===== src/rtl/ctr_pkg.sv =====
package ctr_pkg;
  localparam int LINE_W  = 512;
  localparam int CHUNK_W = 128;
  localparam int NCHUNK  = LINE_W / CHUNK_W;
  localparam int VER_W   = 56;
  localparam int PA_W    = 39;
  localparam int LINE_LSB = 6;
  localparam int IDX_W   = $clog2(NCHUNK);
  localparam int CNT_W   = IDX_W + 1;

  typedef enum logic {
    ST_IDLE = 1'b0,
    ST_BUSY = 1'b1
  } line_state_e;
endpackage


===== src/rtl/ctr_block_fmt.sv =====
module ctr_block_fmt #(
  parameter int VER_W = 56,
  parameter int PA_W  = 39,
  parameter int LSB   = 6,
  parameter int IDX_W = 2,
  parameter int BLK_W = 128
) (
  input  logic [VER_W-1:0] ver,
  input  logic [PA_W-1:0]  addr,
  input  logic [IDX_W-1:0] idx,
  output logic [BLK_W-1:0] blk
);
  localparam int ADR_W = PA_W - LSB;
  localparam int PAD_W = BLK_W - VER_W - ADR_W - IDX_W;

  logic [ADR_W-1:0] line_adr;
  assign line_adr = addr[PA_W-1:LSB];
  assign blk = {ver, line_adr, idx, {PAD_W{1'b0}}};
endmodule


===== src/rtl/ctr_issue_seq.sv =====
module ctr_issue_seq #(
  parameter int N = 4,
  localparam int IDX_W = $clog2(N),
  localparam int CNT_W = IDX_W + 1
) (
  input  logic             clk,
  input  logic             rst_n,
  input  logic             start,
  input  logic             busy,
  input  logic             req_ready,
  output logic             req_valid,
  output logic [IDX_W-1:0] idx,
  output logic [CNT_W-1:0] issued
);
  logic [CNT_W-1:0] cnt_q, cnt_d;
  logic             cnt_en;

  assign req_valid = busy && (cnt_q < CNT_W'(N));
  assign idx       = cnt_q[IDX_W-1:0];
  assign issued    = cnt_q;

  always_comb begin
    cnt_en = 1'b0;
    cnt_d  = cnt_q;
    if (start) begin
      cnt_en = 1'b1;
      cnt_d  = '0;
    end else if (req_valid && req_ready) begin
      cnt_en = 1'b1;
      cnt_d  = cnt_q + 1'b1;
    end
  end

  always_ff @(posedge clk or negedge rst_n) begin
    if (!rst_n)      cnt_q <= '0;
    else if (cnt_en) cnt_q <= cnt_d;
  end
endmodule


===== src/rtl/ctr_ks_merge.sv =====
module ctr_ks_merge #(
  parameter int N       = 4,
  parameter int CHUNK_W = 128,
  localparam int IDX_W  = $clog2(N),
  localparam int CNT_W  = IDX_W + 1
) (
  input  logic                 clk,
  input  logic                 rst_n,
  input  logic                 start,
  input  logic                 busy,
  input  logic                 rsp_valid,
  input  logic [CHUNK_W-1:0]   rsp_ks,
  input  logic [N*CHUNK_W-1:0] src_line,
  output logic [N*CHUNK_W-1:0] res_line,
  output logic [CNT_W-1:0]     got,
  output logic                 all_done
);
  logic [CNT_W-1:0] cnt_q, cnt_d;
  logic             cnt_en;
  logic             take;

  assign take     = busy && rsp_valid && (cnt_q < CNT_W'(N));
  assign all_done = (cnt_q == CNT_W'(N));
  assign got      = cnt_q;

  always_comb begin
    cnt_en = 1'b0;
    cnt_d  = cnt_q;
    if (start) begin
      cnt_en = 1'b1;
      cnt_d  = '0;
    end else if (take) begin
      cnt_en = 1'b1;
      cnt_d  = cnt_q + 1'b1;
    end
  end

  always_ff @(posedge clk or negedge rst_n) begin
    if (!rst_n)      cnt_q <= '0;
    else if (cnt_en) cnt_q <= cnt_d;
  end

  for (genvar k = 0; k < N; k++) begin : g_chunk
    logic [CHUNK_W-1:0] chunk_q;
    logic               chunk_en;
    assign chunk_en = take && (cnt_q[IDX_W-1:0] == IDX_W'(k));
    always_ff @(posedge clk) begin
      if (chunk_en) chunk_q <= src_line[k*CHUNK_W +: CHUNK_W] ^ rsp_ks;
    end
    assign res_line[k*CHUNK_W +: CHUNK_W] = chunk_q;
  end
endmodule


===== src/rtl/ctr_line_cipher.sv =====
module ctr_line_cipher
  import ctr_pkg::*;
#(
  parameter int LW  = LINE_W,
  parameter int CW  = CHUNK_W,
  parameter int VW  = VER_W,
  parameter int AW  = PA_W,
  parameter int LSB = LINE_LSB,
  localparam int NC  = LW / CW,
  localparam int IW  = $clog2(NC),
  localparam int CNW = IW + 1
) (
  input  logic          clk,
  input  logic          rst_n,
  input  logic          in_valid,
  output logic          in_ready,
  input  logic [LW-1:0] in_line,
  input  logic [AW-1:0] in_addr,
  input  logic [VW-1:0] in_version,
  output logic          aes_req_valid,
  input  logic          aes_req_ready,
  output logic [CW-1:0] aes_req_block,
  input  logic          aes_rsp_valid,
  input  logic [CW-1:0] aes_rsp_ks,
  output logic          out_valid,
  input  logic          out_ready,
  output logic [LW-1:0] out_line
);
  // reset: asserted asynchronously, released through two flops
  logic [1:0] rs_q;
  logic       rst_q;
  always_ff @(posedge clk or negedge rst_n) begin
    if (!rst_n) rs_q <= 2'b00;
    else        rs_q <= {rs_q[0], 1'b1};
  end
  assign rst_q = rs_q[1];

  line_state_e st_q, st_d;
  logic        accept, release_line, all_done;
  logic [LW-1:0] line_q;
  logic [AW-1:0] addr_q;
  logic [VW-1:0] ver_q;
  logic [IW-1:0] idx;
  logic [CNW-1:0] issued, got;

  assign in_ready     = (st_q == ST_IDLE);
  assign accept       = in_valid && in_ready;
  assign out_valid    = (st_q == ST_BUSY) && all_done;
  assign release_line = out_valid && out_ready;

  always_comb begin
    st_d = st_q;
    case (st_q)
      ST_IDLE: if (accept)       st_d = ST_BUSY;
      ST_BUSY: if (release_line) st_d = ST_IDLE;
      default:                   st_d = ST_IDLE;
    endcase
  end

  always_ff @(posedge clk or negedge rst_q) begin
    if (!rst_q) st_q <= ST_IDLE;
    else        st_q <= st_d;
  end

  always_ff @(posedge clk) begin
    if (accept) begin
      line_q <= in_line;
      addr_q <= in_addr;
      ver_q  <= in_version;
    end
  end

  ctr_issue_seq #(.N(NC)) u_issue (
    .clk       (clk),
    .rst_n     (rst_q),
    .start     (accept),
    .busy      (st_q == ST_BUSY),
    .req_ready (aes_req_ready),
    .req_valid (aes_req_valid),
    .idx       (idx),
    .issued    (issued)
  );

  ctr_block_fmt #(.VER_W(VW), .PA_W(AW), .LSB(LSB), .IDX_W(IW), .BLK_W(CW)) u_fmt (
    .ver  (ver_q),
    .addr (addr_q),
    .idx  (idx),
    .blk  (aes_req_block)
  );

  ctr_ks_merge #(.N(NC), .CHUNK_W(CW)) u_merge (
    .clk       (clk),
    .rst_n     (rst_q),
    .start     (accept),
    .busy      (st_q == ST_BUSY),
    .rsp_valid (aes_rsp_valid),
    .rsp_ks    (aes_rsp_ks),
    .src_line  (line_q),
    .res_line  (out_line),
    .got       (got),
    .all_done  (all_done)
  );

  AST_REQ_HOLD: assert property (@(posedge clk) disable iff (!rst_q)
    aes_req_valid && !aes_req_ready |=> aes_req_valid && $stable(aes_req_block));
  AST_OUT_HOLD: assert property (@(posedge clk) disable iff (!rst_q)
    out_valid && !out_ready |=> out_valid && $stable(out_line));
  AST_NO_INPUT_WHILE_HELD: assert property (@(posedge clk) disable iff (!rst_q)
    out_valid |-> !in_ready);
  AST_RSP_WITHIN_ISSUED: assert property (@(posedge clk) disable iff (!rst_q)
    (st_q == ST_BUSY) |-> got <= issued);
  AST_REQ_IDLE_QUIET: assert property (@(posedge clk) disable iff (!rst_q)
    in_ready |-> !aes_req_valid && !out_valid);
endmodule


===== config.mk =====
export PLATFORM = sky130hd
export DESIGN_NAME = ctr_line_cipher
export DESIGN_NICKNAME = d
export VERILOG_FILES = /design/src/rtl/ctr_pkg.sv /design/src/rtl/ctr_block_fmt.sv /design/src/rtl/ctr_issue_seq.sv /design/src/rtl/ctr_ks_merge.sv /design/src/rtl/ctr_line_cipher.sv
export SDC_FILE = /design/constraint.sdc
export NUM_CORES = 1
export LEC_CHECK = 0
export ABC_AREA = 1
export BUFFER_PORTS_ARGS = -buffer_cell sky130_fd_sc_hd__buf_2
export CAP_MARGIN = 40
export CELL_PAD_IN_SITES_DETAIL_PLACEMENT = 0
export CELL_PAD_IN_SITES_GLOBAL_PLACEMENT = 2
export CORE_AREA = 2 2 547 549
export DETAILED_ROUTE_END_ITERATION = 10
export DIE_AREA = 0 0 549 551
export PLACE_DENSITY_LB_ADDON = 0.1
export SYNTH_ARGS = -nofsm -noshare
export SYNTH_HDL_FRONTEND = slang
export SYNTH_SLANG_ARGS = --single-unit
export TNS_END_PERCENT = 1

===== constraint.sdc =====
create_clock -name clk -period 0.95 [get_ports clk]
set_input_delay 0.095 -clock clk [delete_from_list [all_inputs] [get_ports clk]]
set_output_delay 0.095 -clock clk [all_outputs]
set_load 0.01 [all_outputs]

**Yosys cells after proc, flatten, opt, wreduce, memory -nomap -nowiden**

Index checks and enable logic that the tools add are counted.

- Eq/ne operators: 4
- Reduce and logical (&&, ||, !) cells: 16
- $add $sub $neg: 2
- Bitwise gates (word level): 5
- Muxes and demuxes: 11
- $lt $le $gt $ge: 2

Operator list:

| cell | number |
|---|---|
| bitwise XOR 128 bit | 4 |
| 2-to-1 mux 3 bit | 4 |
| logical AND 1 bit | 11 |
| adder 3 x 1 -> 3 bit, second input constant | 2 |
| less-than comparator 3 bit, second input constant | 2 |
| 2-to-1 mux 1 bit | 6 |
| == test 2 bit, second input constant | 2 |
| AND reduction 2 bit | 2 |
| nonzero test 2 bit | 2 |
| == test 3 bit, second input constant | 1 |
| == test 2 x 1 -> 1 bit, second input constant | 1 |
| zero test 2 bit | 1 |
| one-hot mux 1 bit (2 select lines) | 1 |
| inverter 1 bit | 1 |

- Input port bits: 741
- Output and inout port bits: 643
- Bits in registers: 1128
- Word-level logic and storage cells: 51

**Logic depth before layout (Yosys ltp)**

- Depth in word-level cells: 6
- Depth in mapped cells: 5
- Mapped depth without buffers: 5

**By module**

A second synthesis with hierarchy kept.

- Cell total of the unflattened synthesis: 1826
- Area, all modules: 39578.0 um^2

By module, submodules not included:

| module | times used | sequential area each (um^2) | cells an instance | area each (um^2) |
|---|---|---|---|---|
| ctr_ks_merge | 1 | 15449.8 | 1057 | 20096.8 |
| ctr_line_cipher | 1 | 18302.6 | 620 | 18341.3 |
| ctr_block_fmt | 1 | 0.0 | 129 | 964.7 |
| ctr_issue_seq | 1 | 75.1 | 20 | 175.2 |

**Worst setup path before layout**

No wires, ideal clock.

- Path kind: flip-flop to flip-flop
- Start: register st_q
- End: register addr_q[10] (enable)
- Library setup time: 947 ps
- Slack: -12275 ps
- Stages on the path, launching flop included: 4
- Path buffers: 0
- Arrival: 12278 ps
- Clock period less this slack: 13225 ps
- Cell sequence: dfrtp_1 > inv_2 > nand2_4 > inv_1

- Word-level cells in the longest chain between the ends: 2

Ends and longest elaborated chain:

| what | RTL line | text |
|---|---|---|
| start, declared | ctr_line_cipher.sv:38 | `line_state_e st_q, st_d;` |
| start signal, assigned | ctr_line_cipher.sv:62 | `else st_q <= st_d;` |
| inverter 1 bit | ctr_line_cipher.sv:46 | `assign in_ready = (st_q == ST_IDLE);` |
| named net in_ready | ctr_line_cipher.sv:16 | `output logic in_ready,` |
| logical AND 1 bit | ctr_line_cipher.sv:47 | `assign accept = in_valid && in_ready;` |
| named net accept | ctr_line_cipher.sv:39 | `logic accept, release_line, all_done;` |
| end signal, assigned | ctr_line_cipher.sv:68 | `addr_q <= in_addr;` |
| end, declared | ctr_line_cipher.sv:41 | `logic [AW-1:0] addr_q;` |

The timed path passes the listed nets, and every way through them passes these cells.
A chain may end at the register's enable or synchronous reset.

**Worst setup path in the final report**

- Start: register u_merge.cnt_q[1] (netlist: u_merge.got[1])
- End: output port out_valid

- Word-level cells in the longest chain between the ends: 2

Ends and longest elaborated chain:

| what | RTL line | text |
|---|---|---|
| start, declared | ctr_ks_merge.sv:18 | `logic [CNT_W-1:0] cnt_q, cnt_d;` |
| start signal, assigned | ctr_ks_merge.sv:40 | `else if (cnt_en) cnt_q <= cnt_d;` |
| == test 3 bit | ctr_ks_merge.sv:23 | `assign all_done = (cnt_q == CNT_W'(N));` |
| logical AND 1 bit | ctr_line_cipher.sv:48 | `assign out_valid = (st_q == ST_BUSY) && all_done;` |
| end, declared | ctr_line_cipher.sv:25 | `output logic out_valid,` |

No other way between the ends.

==> results.ini <==
[run]
cap_violations=0

[floorplanning]
coreArea_um2=296000
die_w_um=549
die_height_um=551
start_util=0.131
io_pins=1384
die_area_um2=302000
rows=200

[logic_synthesis]
ys_top_cells_by_count=edfxtp_1, xor2_1, buf_4, inv_1, nand2_1
synth_area_leaders=edfxtp_1, xor2_1, buf_4, dfrtp_1, ha_1
yosysMostFrequentCell=edfxtp_1
synth_xor_area_frac=0.116
synthFlopType=edfxtp_1
syn_area_um2=38700
yosys_warnings=0
synth_top_family_by_area=XOR/XNOR gates
muxShareOfSynthArea=0
synth_compound_area_frac=0.000647
netlist_instances=1725
synthAdderAreaFrac=0.00162
ys_ff_latch=1122
synth_edf_count=1113
yosys.area.top_type=edfxtp_1
yosysSeqAreaShare=0.869
synth-simple-area-share=0.00352
synthArstFlopShare=0.00802
synth.top_cell.area_share=0.864
syn_avg_cell_area_um2=22.4
synth_cell_types=16

[power]
cellPowerDensity_nw_per_um2=2150
p_sw_frac=0.276
p_clk_frac=0.364
p_comb_frac=0.187
switchingPower_mw=41.6
pwr-share-seq=0.450
p_leak_nw=26.7
ir_drop_v=0.00129
p_int_mw=109

[clock_tree]
cts.path.max_buffers=4
clock_latency_ns=0.80
cts_max_level=4
cts_tree=built
path_clk_slew_ns=0.05
cts_root_buf=clkbuf_16
cts_buffers=154
cts_sinks=1122

[detailed_routing]
wl_per_cell_um=21.7
first_pass_iters=4
drcViolationCount=0
totalWireLength_um=189000
vias_per_cell=3.05
ant_nets=0
route.vias.total=26553
drt_iter0_markers=1055

[sta]
final-max-slew-violation-count=0
tns_ns=-1078.38
hold_viol_final=0
fmax_ghz=0.535
finClkSkew_ns=0.0256
setup_ws_ns=-0.920
layout_min_cycle_time_ns=1.87
period_share=1.97
setup_viol=1729
rsz0062_at_grt=yes
hold_ws_ns=0.0773

[setup_path]
critPathArrivalTime_ns=1.78
crit_path_end_kind=output pin
cp_max_fo=2
start_kind=flop
critical_path_class=reg2out
required_ns=0.85

[finish]
post-route-cell-area_um2=69800
area_growth_pct=80.5
fillers=31444
layout.nets=5382
drive_gt1_frac=0.365

[grt]
grt_util_all_layers=0.120
grt_pass1_vias=29439
grt_max_degree=36
grt_antenna_before_repair=52
overflow=0
grt_pass1_wl_um=247000

[status]
status=finished, violations left
violations=negative setup slack

[placement]
hpwl_um=150000
place_area_um2=52000
io_buffers=1340
gp_congestion=0.750

[min_path]
min_path_type=in2reg

power groups by stage:
stage          Sequential [mW]  Combinational (mW)  Clock [mW]
2_1_floorplan             61.7                2.79           0
6_report                  67.7                28.1        54.7
3_5_place_dp              68.9                22.9           0
4_1_cts                   68.0                28.8        57.6
3_3_place_gp              69.1                22.9           0
5_1_grt                   68.4                30.6        58.9
cell usage in the layout, fill, tap and decap left out, drive strengths merged:
| cell type | Yosys | layout |
|---|---|---|
| bufinv | 0 | 5 |
| clkbuf | 0 | 203 |
| dfrtp | 9 | 9 |
| nand2 | 12 | 12 |
| nand3 | 9 | 9 |
| a21oi | 1 | 1 |
| conb | 2 | 38 |
| xor2 | 512 | 512 |
| nor2 | 7 | 7 |
| o21ai | 4 | 4 |
| clkinvlp | 0 | 6 |
| ha | 5 | 5 |
| buf | 39 | 1517 |
| diode | 0 | 31 |
| dlygate4sd3 | 0 | 1238 |
| edfxtp | 1113 | 1113 |
| clkinv | 0 | 52 |
| inv | 12 | 17 |
flip-flops by register name, indices dropped and copies added (netlist names):
name,flops
ver_q,56
u_issue.issued,3
rs_q,2
addr_q,33
u_merge.got,3
line_q,512
u_merge.g_chunk.chunk_q,512
st_q,1
cell families (layout without fill, tap and decap cells):
family                   count (synthesis)  after routing
AO/OA/AOI/OAI                            5              5
adder cells (fa/ha/maj)                  5              5
XOR/XNOR                               512            512
AND/OR/NAND/NOR                         28             28
flip-flops                            1122           1122
other                                    2             69
buffers and inverters                   51           3038
area by class of cell:
type | instances | area, um^2 | share of cell area
clock inverters | 68 | 543 | 0.00777
flip-flops and latches | 1122 | 33600 | 0.482
diodes | 31 | 77.6 | 0.00111
inverters | 12 | 48.8 | 0.000699
well taps | 3939 | 4930 | 0.0706
multi-input cells | 588 | 4930 | 0.0706
repair buffers | 2758 | 21600 | 0.309
clock buffers | 200 | 4090 | 0.0586
layer usage:
layer / up-vias / GRT usage / wire length (um)
li1: 12282 / - / -
met2: 1062 / 0.214 / 95500
met4: 28 / 0.0370 / 5400
met5: - / 0 / 188
met1: 12920 / 0.131 / 71600
met3: 261 / 0.0427 / 16200
worst paths after layout:
check                                      startpoint                                       end  slack (ns)  depth (start not counted)
max                        u_merge.got[1]$_DFFE_PN0P_                                 out_valid       -0.92                          6
min                                      in_line[203]                     line_q[203]$_DFFE_PP_        0.08                          2
max reg2reg                u_merge.got[1]$_DFFE_PN0P_  u_merge.g_chunk[1].chunk_q[44]$_DFFE_PP_       -0.90                         10
min reg2reg                         rs_q[1]$_DFF_PN0_                            st_q$_DFF_PN0_        0.15                          0
max in group asynchronous           rs_q[1]$_DFF_PN0_             u_issue.issued[2]$_DFFE_PN0P_        0.54                          0
min in group asynchronous           rs_q[1]$_DFF_PN0_                            st_q$_DFF_PN0_        0.15                          0
worst max-delay path, cell delays in order, from the launching register on:
cell and delay, ns:
dfrtp_1 0.39, inv_2 0.08, ha_4 0.14, buf_6 0.09, nand2_4 0.05, nor2_4 0.12, buf_6 0.12
through the flow:
stage               setup slack (ns)   util  total power [mW]  std cells
finish                        -0.920  0.236               150       8718
global route                   -1.05  0.236               158       8713
CTS                            -1.07  0.235               154       8679
detailed placement            -0.828  0.175              91.8       7158
global placement              -0.825  0.175              92.0       7158
floorplan                      -9.12      -              64.5       1761
what timing repair did:
action | 4_1_cts | 5_1_grt
gates cloned | 2 | 4
setup endpoints to repair | 1741 | 1747
gates resized for setup | 114 | 17
endpoints found under the hold margin | 1126 | 0
pin swaps | 4 | 6
buffers inserted | 13 | 5
hold buffers | 1238 | 0
Power figures use the tool's default switching activity.
